[src/rtl/ir_seq_pkg.sv]
package ir_seq_pkg;

    typedef enum logic [2:0] {
        ST_IDLE,
        ST_LEN_LO,
        ST_LEN_HI,
        ST_LOAD,
        ST_PLAY
    } seq_state_t;

    typedef struct packed {
        logic        carrier;
        logic        shape_b;
        logic [13:0] frames;
    } ir_entry_t;

endpackage

[src/rtl/ir_carrier_gen.sv]
module ir_carrier_gen #(
    parameter int PW = 16
) (
    input  logic          clk,
    input  logic          rst_n,
    input  logic          run,
    input  logic [PW-1:0] period,
    input  logic [PW-1:0] high,
    output logic          pulse,
    output logic          frame_end
);
    logic [PW-1:0] cnt;
    logic [PW-1:0] last;

    // A zero period behaves as a one-cycle frame
    assign last      = (period == '0) ? '0 : period - 1'b1;
    assign frame_end = run && (cnt == last);
    assign pulse     = run && (cnt < high);

    always_ff @(posedge clk) begin
        if (!rst_n || !run || frame_end) begin
            cnt <= '0;
        end else begin
            cnt <= cnt + 1'b1;
        end
    end
endmodule

[src/rtl/ir_prefetch_buf.sv]
module ir_prefetch_buf
    import ir_seq_pkg::*;
(
    input  logic      clk,
    input  logic      rst_n,
    input  logic      clear,
    input  logic      fill,
    input  ir_entry_t fill_data,
    input  logic      take,
    output logic      valid,
    output ir_entry_t data
);
    always_ff @(posedge clk) begin
        if (!rst_n || clear) begin
            valid <= 1'b0;
            data  <= '0;
        end else if (fill) begin
            valid <= 1'b1;
            data  <= fill_data;
        end else if (take) begin
            valid <= 1'b0;
        end
    end
endmodule

[src/rtl/ir_wave_seq.sv]
module ir_wave_seq
    import ir_seq_pkg::*;
#(
    parameter int AW      = 32,
    parameter int PW      = 16,
    parameter int MAX_ENT = 256
) (
    input  logic          clk,
    input  logic          rst_n,
    input  logic          start,
    input  logic [AW-1:0] base_addr,
    input  logic          done_clr,
    input  logic [PW-1:0] per_a,
    input  logic [PW-1:0] hi_a,
    input  logic [PW-1:0] per_b,
    input  logic [PW-1:0] hi_b,
    output logic          mem_req,
    output logic [AW-1:0] mem_addr,
    input  logic          mem_rvalid,
    input  logic [15:0]   mem_rdata,
    output logic          ir_out,
    output logic          busy,
    output logic          done
);
    localparam int CW        = $clog2(MAX_ENT + 1);
    localparam int MAX_BYTES = 2 * MAX_ENT;

    seq_state_t    st, st_nx;
    logic [AW-1:0] base_q;
    logic [AW-1:0] fetch_addr;
    logic [15:0]   len_lo;
    logic [CW-1:0] fetch_left;
    ir_entry_t     cur;
    logic [13:0]   frames_left;
    logic          done_q;

    logic          pf_valid;
    ir_entry_t     pf_data;
    logic [31:0]   len_full;
    logic          len_bad;
    logic [CW-1:0] n_entries;
    logic          want_entry;
    logic          xfer;
    logic          fill;
    logic          take;
    logic          finish;
    logic          seg_end;
    logic          run;
    logic [PW-1:0] sel_per;
    logic [PW-1:0] sel_hi;
    logic          pulse;
    logic          frame_end;

    assign len_full  = {mem_rdata, len_lo};
    assign len_bad   = (len_full == 32'd0) || len_full[0];
    assign n_entries = (len_full > 32'(MAX_BYTES)) ? CW'(MAX_ENT) : CW'(len_full >> 1);
    assign run       = (st == ST_PLAY);
    assign sel_per   = cur.shape_b ? per_b : per_a;
    assign sel_hi    = cur.shape_b ? hi_b  : hi_a;
    assign seg_end   = frame_end && (frames_left == 14'd1);

    ir_carrier_gen #(.PW(PW)) u_carrier (
        .clk       (clk),
        .rst_n     (rst_n),
        .run       (run),
        .period    (sel_per),
        .high      (sel_hi),
        .pulse     (pulse),
        .frame_end (frame_end)
    );

    ir_prefetch_buf u_pf (
        .clk       (clk),
        .rst_n     (rst_n),
        .clear     (st == ST_IDLE),
        .fill      (fill),
        .fill_data (ir_entry_t'(mem_rdata)),
        .take      (take),
        .valid     (pf_valid),
        .data      (pf_data)
    );

    // State register
    always_ff @(posedge clk) begin
        if (!rst_n) begin
            st <= ST_IDLE;
        end else begin
            st <= st_nx;
        end
    end

    // Next state
    always_comb begin
        st_nx = st;
        unique case (st)
            ST_IDLE:   if (start) st_nx = ST_LEN_LO;
            ST_LEN_LO: if (xfer)  st_nx = ST_LEN_HI;
            ST_LEN_HI: if (xfer)  st_nx = len_bad ? ST_IDLE : ST_LOAD;
            ST_LOAD:   if (pf_valid) st_nx = ST_PLAY;
            ST_PLAY: begin
                if (seg_end) begin
                    if (pf_valid)             st_nx = ST_PLAY;
                    else if (fetch_left != 0) st_nx = ST_LOAD;
                    else                      st_nx = ST_IDLE;
                end
            end
            default:   st_nx = ST_IDLE;
        endcase
    end

    // Outputs and control strobes
    always_comb begin
        want_entry = ((st == ST_LOAD) || (st == ST_PLAY)) && (fetch_left != 0) && !pf_valid;
        mem_req    = (st == ST_LEN_LO) || (st == ST_LEN_HI) || want_entry;
        unique case (st)
            ST_LEN_LO: mem_addr = base_q;
            ST_LEN_HI: mem_addr = base_q + AW'(2);
            default:   mem_addr = fetch_addr;
        endcase
        xfer   = mem_req && mem_rvalid;
        fill   = want_entry && mem_rvalid;
        take   = pf_valid && ((st == ST_LOAD) || ((st == ST_PLAY) && seg_end));
        finish = ((st == ST_LEN_HI) && xfer && len_bad) ||
                 ((st == ST_PLAY) && seg_end && !pf_valid && (fetch_left == 0));
        ir_out = run && cur.carrier && pulse;
        busy   = (st != ST_IDLE);
        done   = done_q;
    end

    // Datapath
    always_ff @(posedge clk) begin
        if (!rst_n) begin
            base_q      <= '0;
            fetch_addr  <= '0;
            len_lo      <= '0;
            fetch_left  <= '0;
            cur         <= '0;
            frames_left <= '0;
            done_q      <= 1'b0;
        end else begin
            if ((st == ST_IDLE) && start) begin
                base_q     <= base_addr;
                fetch_addr <= base_addr + AW'(4);
            end
            if ((st == ST_LEN_LO) && xfer) begin
                len_lo <= mem_rdata;
            end
            if ((st == ST_LEN_HI) && xfer) begin
                fetch_left <= len_bad ? '0 : n_entries;
            end else if (fill) begin
                fetch_left <= fetch_left - 1'b1;
                fetch_addr <= fetch_addr + AW'(2);
            end
            if (take) begin
                cur         <= pf_data;
                frames_left <= (pf_data.frames == '0) ? 14'd1 : pf_data.frames;
            end else if (run && frame_end) begin
                frames_left <= frames_left - 1'b1;
            end
            if (finish) begin
                done_q <= 1'b1;
            end else if (done_clr) begin
                done_q <= 1'b0;
            end
        end
    end
endmodule

[config.mk]
export PLATFORM = sky130hd
export DESIGN_NAME = ir_wave_seq
export DESIGN_NICKNAME = d
export VERILOG_FILES = /design/src/rtl/ir_seq_pkg.sv /design/src/rtl/ir_carrier_gen.sv /design/src/rtl/ir_prefetch_buf.sv /design/src/rtl/ir_wave_seq.sv
export SDC_FILE = /design/constraint.sdc
export NUM_CORES = 1
export LEC_CHECK = 0
export ABC_AREA = 1
export BUFFER_PORTS_ARGS = -buffer_cell sky130_fd_sc_hd__buf_2
export CAP_MARGIN = 5
export CORE_MARGIN = 4
export CORE_UTILIZATION = 47
export CTS_CLUSTER_DIAMETER = 30
export DETAILED_ROUTE_END_ITERATION = 12
export PLACE_DENSITY = 0.64
export SLEW_MARGIN = 20
export SYNTH_ARGS = -nofsm -noshare
export SYNTH_HDL_FRONTEND = slang
export SYNTH_HIERARCHICAL = 1
export SYNTH_SLANG_ARGS = --single-unit
[constraint.sdc]
create_clock -name clk -period 7.6 [get_ports clk]
set_clock_uncertainty 0.05 [all_clocks]
set_input_delay 0.38 -clock clk [delete_from_list [all_inputs] [get_ports clk]]
set_output_delay 0.38 -clock clk [all_outputs]
set_load 0.03 [all_outputs]
======== Word level (Yosys, flattened, before mapping) ========
Cells that the tools add are included.
storage, ports and cells
  bits in registers ....................... 142
  logic and storage cells ................. 103
  bits in latches ......................... 0
  memory bits (read-only) ................. 0
  bits of input ports ..................... 117
  memories kept ........................... 0
  bits in writable memories ............... 0
cells by class
  magnitude comparators ................... 2
  add/sub/neg operators ................... 7
  divide/modulo/power cells ............... 0
  bitwise logic cells ..................... 0
  shifts and indexed selects .............. 0
  equal/unequal tests ..................... 11
  multipliers ............................. 0
  reductions and logical operators ........ 42
  muxes and demuxes ....................... 27
operators with widths
  operator               number
  $mux 32                3
  $add 32x2->32 const B  2
  $pmux 32 s2            1
  $mux 16                3
  $mux 14                3
  $mux 9                 4
  $add 32x3->32 const B  1
  $gt 32x10->1 const B   1
  $logic_not 32->1       1
  $logic_and 1x1->1      18
  $mux 3                 6
  $add 16x1->16 const B  1
  $eq 16x16->1           1
  $logic_not 16->1       1
  $lt 16x16->1           1
  $sub 16x1->16 const B  1
  $pmux 3 s5             1
  $eq 14x1->1 const B    1
  $logic_not 14->1       1
  $sub 14x1->14 const B  1
  $logic_not 9->1        1
  $logic_or 1x1->1       9
  $reduce_bool 9->1      1
  $sub 9x1->9 const B    1
  12 further kinds       25

======== Longest topological paths before layout ========
Gate-level depths: netlist of the first run.
  depth after elaboration ................. 11
  gate-level depth with buffers ........... 27
  mapped depth without buffers ............ 24

======== By module ========
Netlist of the first run, hierarchy kept.
modules (own cells, without submodules)
  module           cells an instance  sequential area each (um^2)  area an instance (um^2)  times used
  ir_wave_seq      1444               2182.1                       8568.2                   1
  ir_carrier_gen   309                320.3                        1918.1                   1
  ir_prefetch_buf  75                 340.3                        684.4                    1

======== Least setup slack after synthesis of the first run ========
OpenSTA, ideal clock, no wires.
  path kind ............................... register to register
  from .................................... reg cur[14] (netlist bit)
  to ...................................... reg frames_left[5]
  stages on the path, launching flop included .. 27
  data required time ...................... 7422 ps
  clock period less this slack ............ 3534 ps
  arrival time ............................ 3357 ps
  setup slack ............................. 4066 ps
  cells stage by stage .................... dfxtp_1 clkbuf_1 clkbuf_1 mux2_2 inv_1 ha_1 nand2_2 nor2_4 nand2_4 buf_6 nand2_1 nand2_1 nand2_1 nand3_1 nor2_2 nand3_2 nor2_1 nand3_1 nor2_1 nand3_1 nand2_1 nand2_2 inv_2 buf_6 nor2_1 nor2_1 nor2_1
on the way
  longest elaborated chain between the ends .. 10
  elaborated cells on any way between the ends .. 13
RTL lines
  what                                                      line                  RTL
  from (decl)                                               ir_wave_seq.sv:33     ir_entry_t cur;
  from (signal assigned)                                    ir_wave_seq.sv:155    cur <= pf_data;
  $mux 16 (*)                                               ir_wave_seq.sv:58     assign sel_per = cur.shape_b ? per_b : per_a;
  named net sel_per[1]                                      ir_wave_seq.sv:49     logic [PW-1:0] sel_per;
  $sub 16x1->16 / $logic_not 16->1 (equally long branches)  ir_carrier_gen.sv:16  assign last = (period == '0) ? '0 : period - 1'b1;
  $mux 16 (*)                                               ir_carrier_gen.sv:16
  $eq 16x16->1 (*)                                          ir_carrier_gen.sv:17  assign frame_end = run && (cnt == last);
  $logic_and 1x1->1 (*)                                     ir_carrier_gen.sv:17
  named net frame_end                                       ir_wave_seq.sv:52     logic frame_end;
  $logic_and 1x1->1 (*)                                     ir_wave_seq.sv:60     assign seg_end = frame_end && (frames_left == 14'd1);
  $logic_and 1x1->1 (*)                                     ir_wave_seq.sv:122    take = pf_valid && ((st == ST_LOAD) || ((st == ST_PLAY) && seg_end));
  $logic_or 1x1->1 (*)                                      ir_wave_seq.sv:122
  $logic_and 1x1->1 (*)                                     ir_wave_seq.sv:122
  named net take                                            ir_wave_seq.sv:45     logic take;
  $mux 14 / $reduce_bool 2->1 (equally long branches)       -
  to (signal assigned)                                      ir_wave_seq.sv:156    frames_left <= (pf_data.frames == '0) ? 14'd1 : pf_data.frames;
  to (signal assigned)                                      ir_wave_seq.sv:158    frames_left <= frames_left - 1'b1;
  to (decl)                                                 ir_wave_seq.sv:34     logic [13:0] frames_left;
The timed path passes the listed nets; every way through them passes the cells marked *.
A chain may end at the register's enable or synchronous reset.

======== Worst setup path in the final report of the first run ========
  from .................................... reg cur[14] (netlist bit)
  to ...................................... reg frames_left[6]
on the way
  longest elaborated chain between the ends .. 10
  elaborated cells on any way between the ends .. 13
RTL lines
  what                                                      line
  $mux 16 (*)                                               ir_wave_seq.sv:58
  named net sel_per[6]                                      ir_wave_seq.sv:49
  $sub 16x1->16 / $logic_not 16->1 (equally long branches)  ir_carrier_gen.sv:16
  $mux 16 (*)                                               ir_carrier_gen.sv:16
  $eq 16x16->1 (*)                                          ir_carrier_gen.sv:17
  $logic_and 1x1->1 (*)                                     ir_carrier_gen.sv:17
  named net frame_end                                       ir_wave_seq.sv:52
  $logic_and 1x1->1                                         ir_wave_seq.sv:60
  $logic_and 1x1->1                                         ir_wave_seq.sv:122
  $logic_or 1x1->1                                          ir_wave_seq.sv:122
  $logic_and 1x1->1                                         ir_wave_seq.sv:122
  $mux 14 / $reduce_bool 2->1 (equally long branches)       -
Marks and branches as above.

==> results of run 1 <==
==> cell families (layout without fill, tap and decap cells) <==
family,count (synthesis),after routing
AO/OA/AOI/OAI,279,279
buffers and inverters,304,436
adder cells (fa/ha/maj),24,24
AND/OR/NAND/NOR,1002,1002
multiplexers,32,32
XOR/XNOR,45,45
flip-flops,142,142
==> layer usage <==
metal	up-vias	global-route usage
li1	6206	-
met1	5485	0.377
met2	514	0.396
met3	43	0.0845
met4	2	0.0596
met5	-	0
==> metrics by stage <==
| stage | cell area, µm² | total power [mW] |
|---|---|---|
| global placement | 12000 | 2.17 |
| global route | 12600 | 3.22 |
| floorplan | 11200 | 1.82 |
| CTS | 12600 | 3.03 |
| finish | 12600 | 3.04 |
| detailed placement | 12000 | 2.18 |
==> worst max-delay path by stage <==
| stage | cells after the start | slack, ps | endpoint |
|---|---|---|---|
| after CTS | 21 | 3410 | frames_left[6] |
| after global routing | 23 | 2910 | frames_left[8] |
| final | 23 | 3450 | frames_left[6] |
| after detailed placement | 21 | 3440 | frames_left[6] |
| after floorplan | 26 | 4070 | frames_left[5] |
| after global placement | 21 | 3550 | cur[14] |
==> report_power, final <==
part           switching [mW]  total (mW)  internal [mW]
combinational           0.858        1.20          0.339
sequential              0.135       0.990          0.856
clock                   0.361       0.851          0.490
total                    1.35        3.04           1.68
==> area by class of cell <==
cell class,count,area (µm²),area share
Clock buffer,17,425,0.0337
Clock inverter,14,161,0.0128
Inverter,246,931,0.0737
Multi-Input combinational cell,1382,7050,0.559
Sequential cell,142,2840,0.225
Tap cell,319,399,0.0316
Timing Repair Buffer,159,813,0.0644
==> tightest hold or removal path, delay by kind of cell <==
family / cells / cell delay, ps
AOI/OAI and AO/OA: 1 / 50
buffers and inverters: 2 / 170
==> synthesized netlist by cell type, drive strengths merged, types with 2 or more instances <==
master | n | area (µm²)
nand2 | 486 | 1870
inv | 245 | 927
nor2 | 240 | 978
nand3 | 169 | 876
dfxtp | 142 | 2840
a21oi | 115 | 613
o21ai | 105 | 526
nor3 | 44 | 252
xor2 | 39 | 342
nand4 | 36 | 225
buf | 35 | 268
mux2 | 32 | 360
ha | 24 | 300
clkbuf | 23 | 86.3
o221ai | 15 | 131
a211oi | 11 | 82.6
o211ai | 9 | 67.6
o22ai | 9 | 56.3
or2 | 9 | 56.3
nor4 | 8 | 50.1
nand3b | 7 | 56.3
xnor2 | 6 | 52.6
o21bai | 5 | 48.8
a31oi | 4 | 25.0
a22oi | 3 | 27.5
and2 | 2 | 12.5
==> state kept, by name (all words and copies together), names as in the netlist <==
| signal | cells |
|---|---|
| base_q | 32 |
| cur | 2 |
| done | 1 |
| fetch_addr | 32 |
| fetch_left | 9 |
| frames_left | 14 |
| len_lo | 16 |
| st | 3 |
| u_carrier/cnt | 16 |
| u_pf/data | 16 |
| u_pf/valid | 1 |
==> impl_results.rst, run 1 <==
.. list-table::
   :header-rows: 1

   * - Metric
     - Value
   * - Status
     - finished clean
   * - DRC Markers
     - 0
   * - Compound-cell area share of the yosys netlist
     - 0.143
   * - Min-Delay Path Class
     - in -> reg
   * - Combinational family with the most area after synthesis
     - simple AND/OR/NAND/NOR gates
   * - Highest achievable clock rate
     - roughly 240 MHz
   * - Number of placement rows
     - 56
   * - Fillcell total
     - ~2500
   * - Clk Latency, worst-skew pair
     - approximately 430 ps
   * - Share of flip-flops with an asynchronous set or reset
     - 0
   * - Vias after detailed routing
     - ~12000
   * - Area of the core
     - about 23000 µm²
   * - Iteration-0 DRC count of the detailed router
     - 1006
   * - Static leakage
     - roughly 5.6 nW
   * - Worst Slack Setup Final
     - 3450 ps
   * - Number of nets with antenna violations after detailed routing
     - 0
   * - Capture point of the worst reg-to-reg path
     - frames_left[6]
   * - Final GP Congestion
     - ~1
   * - Layout area overhead
     - 13.0%
   * - Final core utilization
     - 0.540
   * - Number of buffers on the longest clock path
     - 2
   * - Top Metal Used
     - met5
   * - Worst Setup Start Kind
     - register
   * - Final total negative setup slack
     - 0 ps
   * - DR WL met2
     - approximately 15000 µm
   * - Adder-cell share of the synthesized area
     - 0.0269
   * - Count of mapped cells out of synthesis
     - ~1800
   * - Vias in the first global route
     - approximately 11000
   * - Terminating pin of the worst hold path
     - len_lo[7]
   * - HPWL reported at the end of detailed placement
     - approximately 28000 µm
   * - Setup slack at placement
     - approximately 3400 ps
   * - Mean instance size in the synthesized netlist
     - between 6 and 7 µm²
   * - Number of cells in the design after placement
     - 2248
   * - Startpoint of the worst register-to-register path
     - cur[14]
   * - Post-CTS Setup Repair Bufs
     - 0
   * - Worst Path Class, Setup
     - reg -> reg
   * - Clock sink count
     - approximately 140
   * - Vias/cell
     - 5.38
   * - Net count of the finished layout
     - ~2100
   * - Number of antenna cells inserted
     - 0
   * - Root Buffer
     - sky130_fd_sc_hd__clkbuf_16
   * - Level count of the clock H-tree
     - 4
   * - First-pass GRT wire length
     - ~57000 µm
   * - Post-synthesis simple-gate area fraction
     - 0.393
   * - Ys Warns
     - 6
   * - Number of antenna violations at the first check in global routing
     - 1
   * - Max IR drop VDD
     - 130 µV
   * - Hold Path Depth
     - 3
   * - Clock tree from TritonCTS
     - done
   * - Buffers on Ports
     - around 150
   * - Crit path max fanout
     - 30
   * - Final Hold Slack
     - between 150 and 200 ps
   * - Floorplan die area
     - approximately 26000 µm²
   * - Count of TritonRoute iterations in the first routing pass
     - 6
   * - Mux contribution to synthesized area
     - 0.0323
   * - RSZ-0062 raised after global routing
     - no
   * - Highest-delay cell along the critical path
     - sky130_fd_sc_hd__dfxtp_1
   * - Unique cell type count in the Yosys netlist
     - 52
   * - Fraction of layout instances using a drive strength above 1
     - 0.153
   * - Post-synth net total
     - a little under 2000
   * - Final period demand of the worst path
     - between 4000 and 5000 ps
   * - Number of instances resized during post-cts repair
     - 0
   * - Routed len/inst
     - 15.7 µm
   * - Depth of the most critical reg-to-reg path
     - 23
   * - Commonest non-fill, non-tap cells in the layout
     - sky130_fd_sc_hd__nand2_1 (469), sky130_fd_sc_hd__inv_1 (238), sky130_fd_sc_hd__nor2_1 (217)
   * - Type of element capturing the critical path
     - register
   * - Quantity of hold-fixing buffers added after cts
     - 0
   * - Endpoints failing setup
     - 0
   * - Highest cell delay on the worst timing path
     - about 570 ps
   * - Buf+Inv Stages, Crit Path
     - 3
   * - Congestion Overflow GR
     - 0
   * - Min-delay src
     - mem_rdata[7]
   * - XOR/XNOR share of the synthesized area
     - 0.0353
   * - Slew Viols, Final
     - 0
   * - Kind of cell adding the most delay to the critical path
     - simple AND/OR/NAND/NOR gates
   * - Met1 WL
     - around 17000 µm
   * - Critical path arrival
     - 4480 ps
   * - Largest net degree at the start of global routing
     - 75
   * - Starting density of the core
     - 0.477
   * - Flops & latches, synth
     - between 100 and 150
   * - Most frequent CP cell
     - sky130_fd_sc_hd__nand2_1
   * - Fraction of the yosys area taken by sequential cells
     - 0.254
   * - GR Util All Layers
     - 0.266
   * - Sum of routed wire length over all layers
     - approximately 36000 µm
   * - Maximum capacitance violations
     - 0
   * - TritonCTS Buffers
     - 17
   * - Total met3 wirelength after detailed routing
     - around 3800 µm
   * - Post-Synthesis Cell Area
     - ~11000 µm²
   * - Number of flops mapped to enable cells by yosys
     - 0
   * - Most frequent standard cell in the layout excluding fill and tap cells
     - sky130_fd_sc_hd__nand2_1
   * - Tightest slew margin relative to the limit
     - 0.342
   * - Top flip-flop cell by instance count after synthesis
     - sky130_fd_sc_hd__dfxtp_1
   * - Share of the clock period used by the worst path
     - 0.547
   * - Hold violation count in the final report
     - 0
   * - CP Data Required Time
     - 7930 ps
   * - Worst Max-Slew Pin Slew
     - roughly 1000 ps
   * - Clock transition at the registers of the reported paths
     - about 70 ps
   * - Pwr per Cell Area
     - between 200 and 250 nW/µm²
   * - Reg2Reg Setup Slack
     - 3450 ps
   * - Start point of the critical path
     - cur[14]
   * - Die span in y
     - between 150 and 200 µm
   * - Chain of cells forming the critical path
     - buf_4 -> mux2_2 -> nor2_2 -> nand2_2 -> nor2_4 -> nand2_4 -> nand2_1 -> nand2_1 -> nand2_1 -> nand3_1 -> nor2_2 -> nand3_2 -> nor2_1 -> nand3_1 -> nor2_1 -> nand3_1 -> nand2_1 -> nand2_2 -> inv_2 -> nand2_1 -> nand3_1 -> nand2_1 -> inv_1
   * - # IOs
     - between 150 and 200
   * - Non-Filler Instances
     - 2279
   * - X dimension of the die
     - 162 µm
Power figures use the tool's default switching activity.
==> run 2: changes to the inputs <==
clock period = 3.9 ns   (was 7.6 ns; I/O delays follow)
==> run 2 against run 1 <==
  * Largest power group unchanged
  * Fmax is 15% higher
  * Routed wire length is 4.8% higher
  * Design area is 2.4% higher
  * Critical path type unchanged
  * Sequential share of layout area is 0.53 points lower
  * Sequential power is 96% higher
  * Combinational power is 98% higher
  * Cell count is 1.1% higher
  * Largest cell class unchanged
==> impl_results.rst, run 2 (same netlist as run 1, synthesis figures left out) <==
.. list-table::
   :header-rows: 1

   * - Metric
     - Value
   * - Status
     - finished clean
   * - Final core utilization
     - 0.553
   * - Depth of the most critical reg-to-reg path
     - 22
   * - Vias in the first global route
     - around 11000
   * - Number of antenna violations at the first check in global routing
     - 0
   * - Final period demand of the worst path
     - approximately 3600 ps
   * - Post-CTS Setup Repair Bufs
     - 0
   * - First-pass GRT wire length
     - between 50000 and 60000 µm
   * - Vias after detailed routing
     - about 12000
   * - DRC Markers
     - 0
   * - Worst Max-Slew Pin Slew
     - ~970 ps
   * - Largest net degree at the start of global routing
     - 72
   * - Routed len/inst
     - around 16 µm
   * - Highest-delay cell along the critical path
     - sky130_fd_sc_hd__dfxtp_2
   * - Type of element capturing the critical path
     - register
   * - Starting density of the core
     - 0.477
   * - Worst Path Class, Setup
     - reg -> reg
   * - Met2 global-route usage
     - 0.418
   * - Max IR drop VDD
     - 305 µV
   * - Congestion Overflow GR
     - 0
   * - Fillcell total
     - between 2000 and 2500
   * - Hold violation count in the final report
     - 0
   * - Final GP Congestion
     - roughly 0.97
   * - Number of placement rows
     - 56
   * - Number of cells in the design after placement
     - about 2300
   * - Most frequent standard cell in the layout excluding fill and tap cells
     - sky130_fd_sc_hd__nand2_1
   * - Crit path max fanout
     - 30
   * - Pwr per Cell Area
     - 465 nW/µm²
   * - Non-Filler Instances
     - roughly 2300
   * - Registers with the most flip-flops
     - base_q: 32 flops, fetch_addr: 32 flops
   * - Iteration-0 DRC count of the detailed router
     - ~1300
   * - Maximum capacitance violations
     - 0
   * - Min-Delay Path Class
     - in -> reg
   * - Slew Viols, Final
     - 0
   * - Clk Latency, worst-skew pair
     - roughly 440 ps
   * - Highest achievable clock rate
     - approximately 280 MHz
   * - Clock sink count
     - ~140
   * - Total power
     - ~6.0 mW
   * - Fraction of layout instances using a drive strength above 1
     - 0.156
   * - Capture point of the worst reg-to-reg path
     - frames_left[1]
   * - Area of the core
     - between 20000 and 25000 µm²
   * - Net count of the finished layout
     - 2112
   * - Number of nets with antenna violations after detailed routing
     - 0
   * - Highest cell delay on the worst timing path
     - about 410 ps
   * - Clock transition at the registers of the reported paths
     - roughly 80 ps
   * - Commonest non-fill, non-tap cells in the layout
     - sky130_fd_sc_hd__nand2_1 (469), sky130_fd_sc_hd__inv_1 (238), sky130_fd_sc_hd__nor2_1 (216)
   * - Endpoints failing setup
     - 0
   * - X dimension of the die
     - 162 µm
   * - Setup slack at placement
     - 119 ps
   * - Count of TritonRoute iterations in the first routing pass
     - 6
   * - Sum of routed wire length over all layers
     - approximately 37000 µm
   * - Number of buffers on the longest clock path
     - 2
   * - Die span in y
     - around 160 µm
   * - Start point of the critical path
     - cur[14]
   * - CP Data Required Time
     - roughly 4200 ps
   * - Static leakage
     - between 5 and 6 nW
   * - Clock tree from TritonCTS
     - done
   * - Startpoint of the worst register-to-register path
     - cur[14]
   * - Layout area overhead
     - 15.8%
   * - GR Util All Layers
     - 0.279
   * - Level count of the clock H-tree
     - 4
   * - Capture point of the worst path
     - frames_left[1]
   * - Floorplan die area
     - 26300 µm²
   * - # IOs
     - ~150
   * - Vias/cell
     - 5.43
   * - Met1 capacity usage during global routing
     - 0.417
   * - Worst Slack Setup Final
     - 290 ps
   * - Number of antenna cells inserted
     - 0
   * - Worst Setup Start Kind
     - register
   * - Global-route met3 utilization
     - 0.0472
   * - Buf+Inv Stages, Crit Path
     - 3
   * - Root Buffer
     - sky130_fd_sc_hd__clkbuf_16
   * - Levels on crit path
     - 22
   * - Kind of cell adding the most delay to the critical path
     - simple AND/OR/NAND/NOR gates
   * - Tightest slew margin relative to the limit
     - 0.351
   * - Chain of cells forming the critical path
     - buf_12 -> mux2_2 -> inv_1 -> ha_1 -> nand2_2 -> nor2_4 -> nand2_8 -> nand3_1 -> nand2_1 -> nor2_1 -> nand2_1 -> nor2_2 -> nand3_2 -> nor2_2 -> nand3_1 -> nor2_1 -> nand3_1 -> nand2_1 -> nand2_4 -> or2_2 -> nand4_1 -> inv_1
   * - Share of the clock period used by the worst path
     - 0.926
   * - TritonCTS Buffers
     - 17
   * - Reg2Reg Setup Slack
     - slightly below 300 ps
   * - Buffers on Ports
     - 152
   * - Layer with the highest usage after global routing
     - met2
   * - Critical path arrival
     - between 3000 and 4000 ps
   * - HPWL reported at the end of detailed placement
     - ~28000 µm
[run 2: changes by cell type in the layout (fill, tap and decap cells not counted), sizes merged]
cell         delta
clkinv          +2
clkbuf          +1
buf             +5
dlygate4sd3    +17
bufinv          -2
clkinvlp        +1
[run 2: power breakdown]
group | switching (mW) | total, mW | internal [mW]
clock network | 0.825 | 1.70 | 0.873
logic | 1.69 | 2.38 | 0.695
registers | 0.270 | 1.94 | 1.67
total | 2.78 | 6.01 | 3.23
[run 2: worst min-delay path, cell delays in order]
cell and delay (ps):
sky130_fd_sc_hd__buf_2 110, sky130_fd_sc_hd__nand2_1 90, sky130_fd_sc_hd__a21oi_1 70
[run 2: worst min-delay path by stage]
| stage | from | endpoint | slack (ps) | cells after the start |
|---|---|---|---|---|
| finish | base_addr[2] | base_q[2] | 30 | 3 |
| floorplan | mem_rdata[0] | len_lo[0] | 270 | 2 |
| global route | base_addr[2] | base_q[2] | 50 | 3 |
| CTS | base_addr[2] | base_q[2] | 20 | 3 |
| global placement | u_pf/data[12] | u_pf/data[12] | 400 | 2 |
| detailed placement | u_pf/data[13] | u_pf/data[13] | 400 | 2 |
[run 2: metal layers]
| layer | vias to the layer above | wire [µm] |
|---|---|---|
| li1 | 6251 | - |
| met5 | - | 0 |
| met2 | 512 | 15700 |
| met1 | 5680 | 17700 |
| met4 | 0 | 737 |
| met3 | 56 | 3390 |
[run 2: metrics by stage]
stage	hold WS, ps	TNS, ps	cell area [µm²]
floorplan	273	0	11200
global placement	403	0	12100
detailed placement	405	0	12100
CTS	15.8	0	12900
global route	51.0	-410	12900
finish	30.8	0	12900
[run 2: final cells by class]
class / count / area [µm²] / area share
multi-input cells: 1382 / 7070 / 0.546
flip-flops and latches: 142 / 2840 / 0.220
repair buffers: 182 / 1070 / 0.0828
inverters: 246 / 933 / 0.0722
clock buffers: 17 / 425 / 0.0329
well taps: 319 / 399 / 0.0309
clock inverters: 15 / 196 / 0.0152
[run 2: repair_timing]
item                                    4_1_cts  5_1_grt
endpoints found under the hold margin        33        0
hold buffers                                 17        0
endpoints found under the setup margin        0       17
resized for setup                             0        5
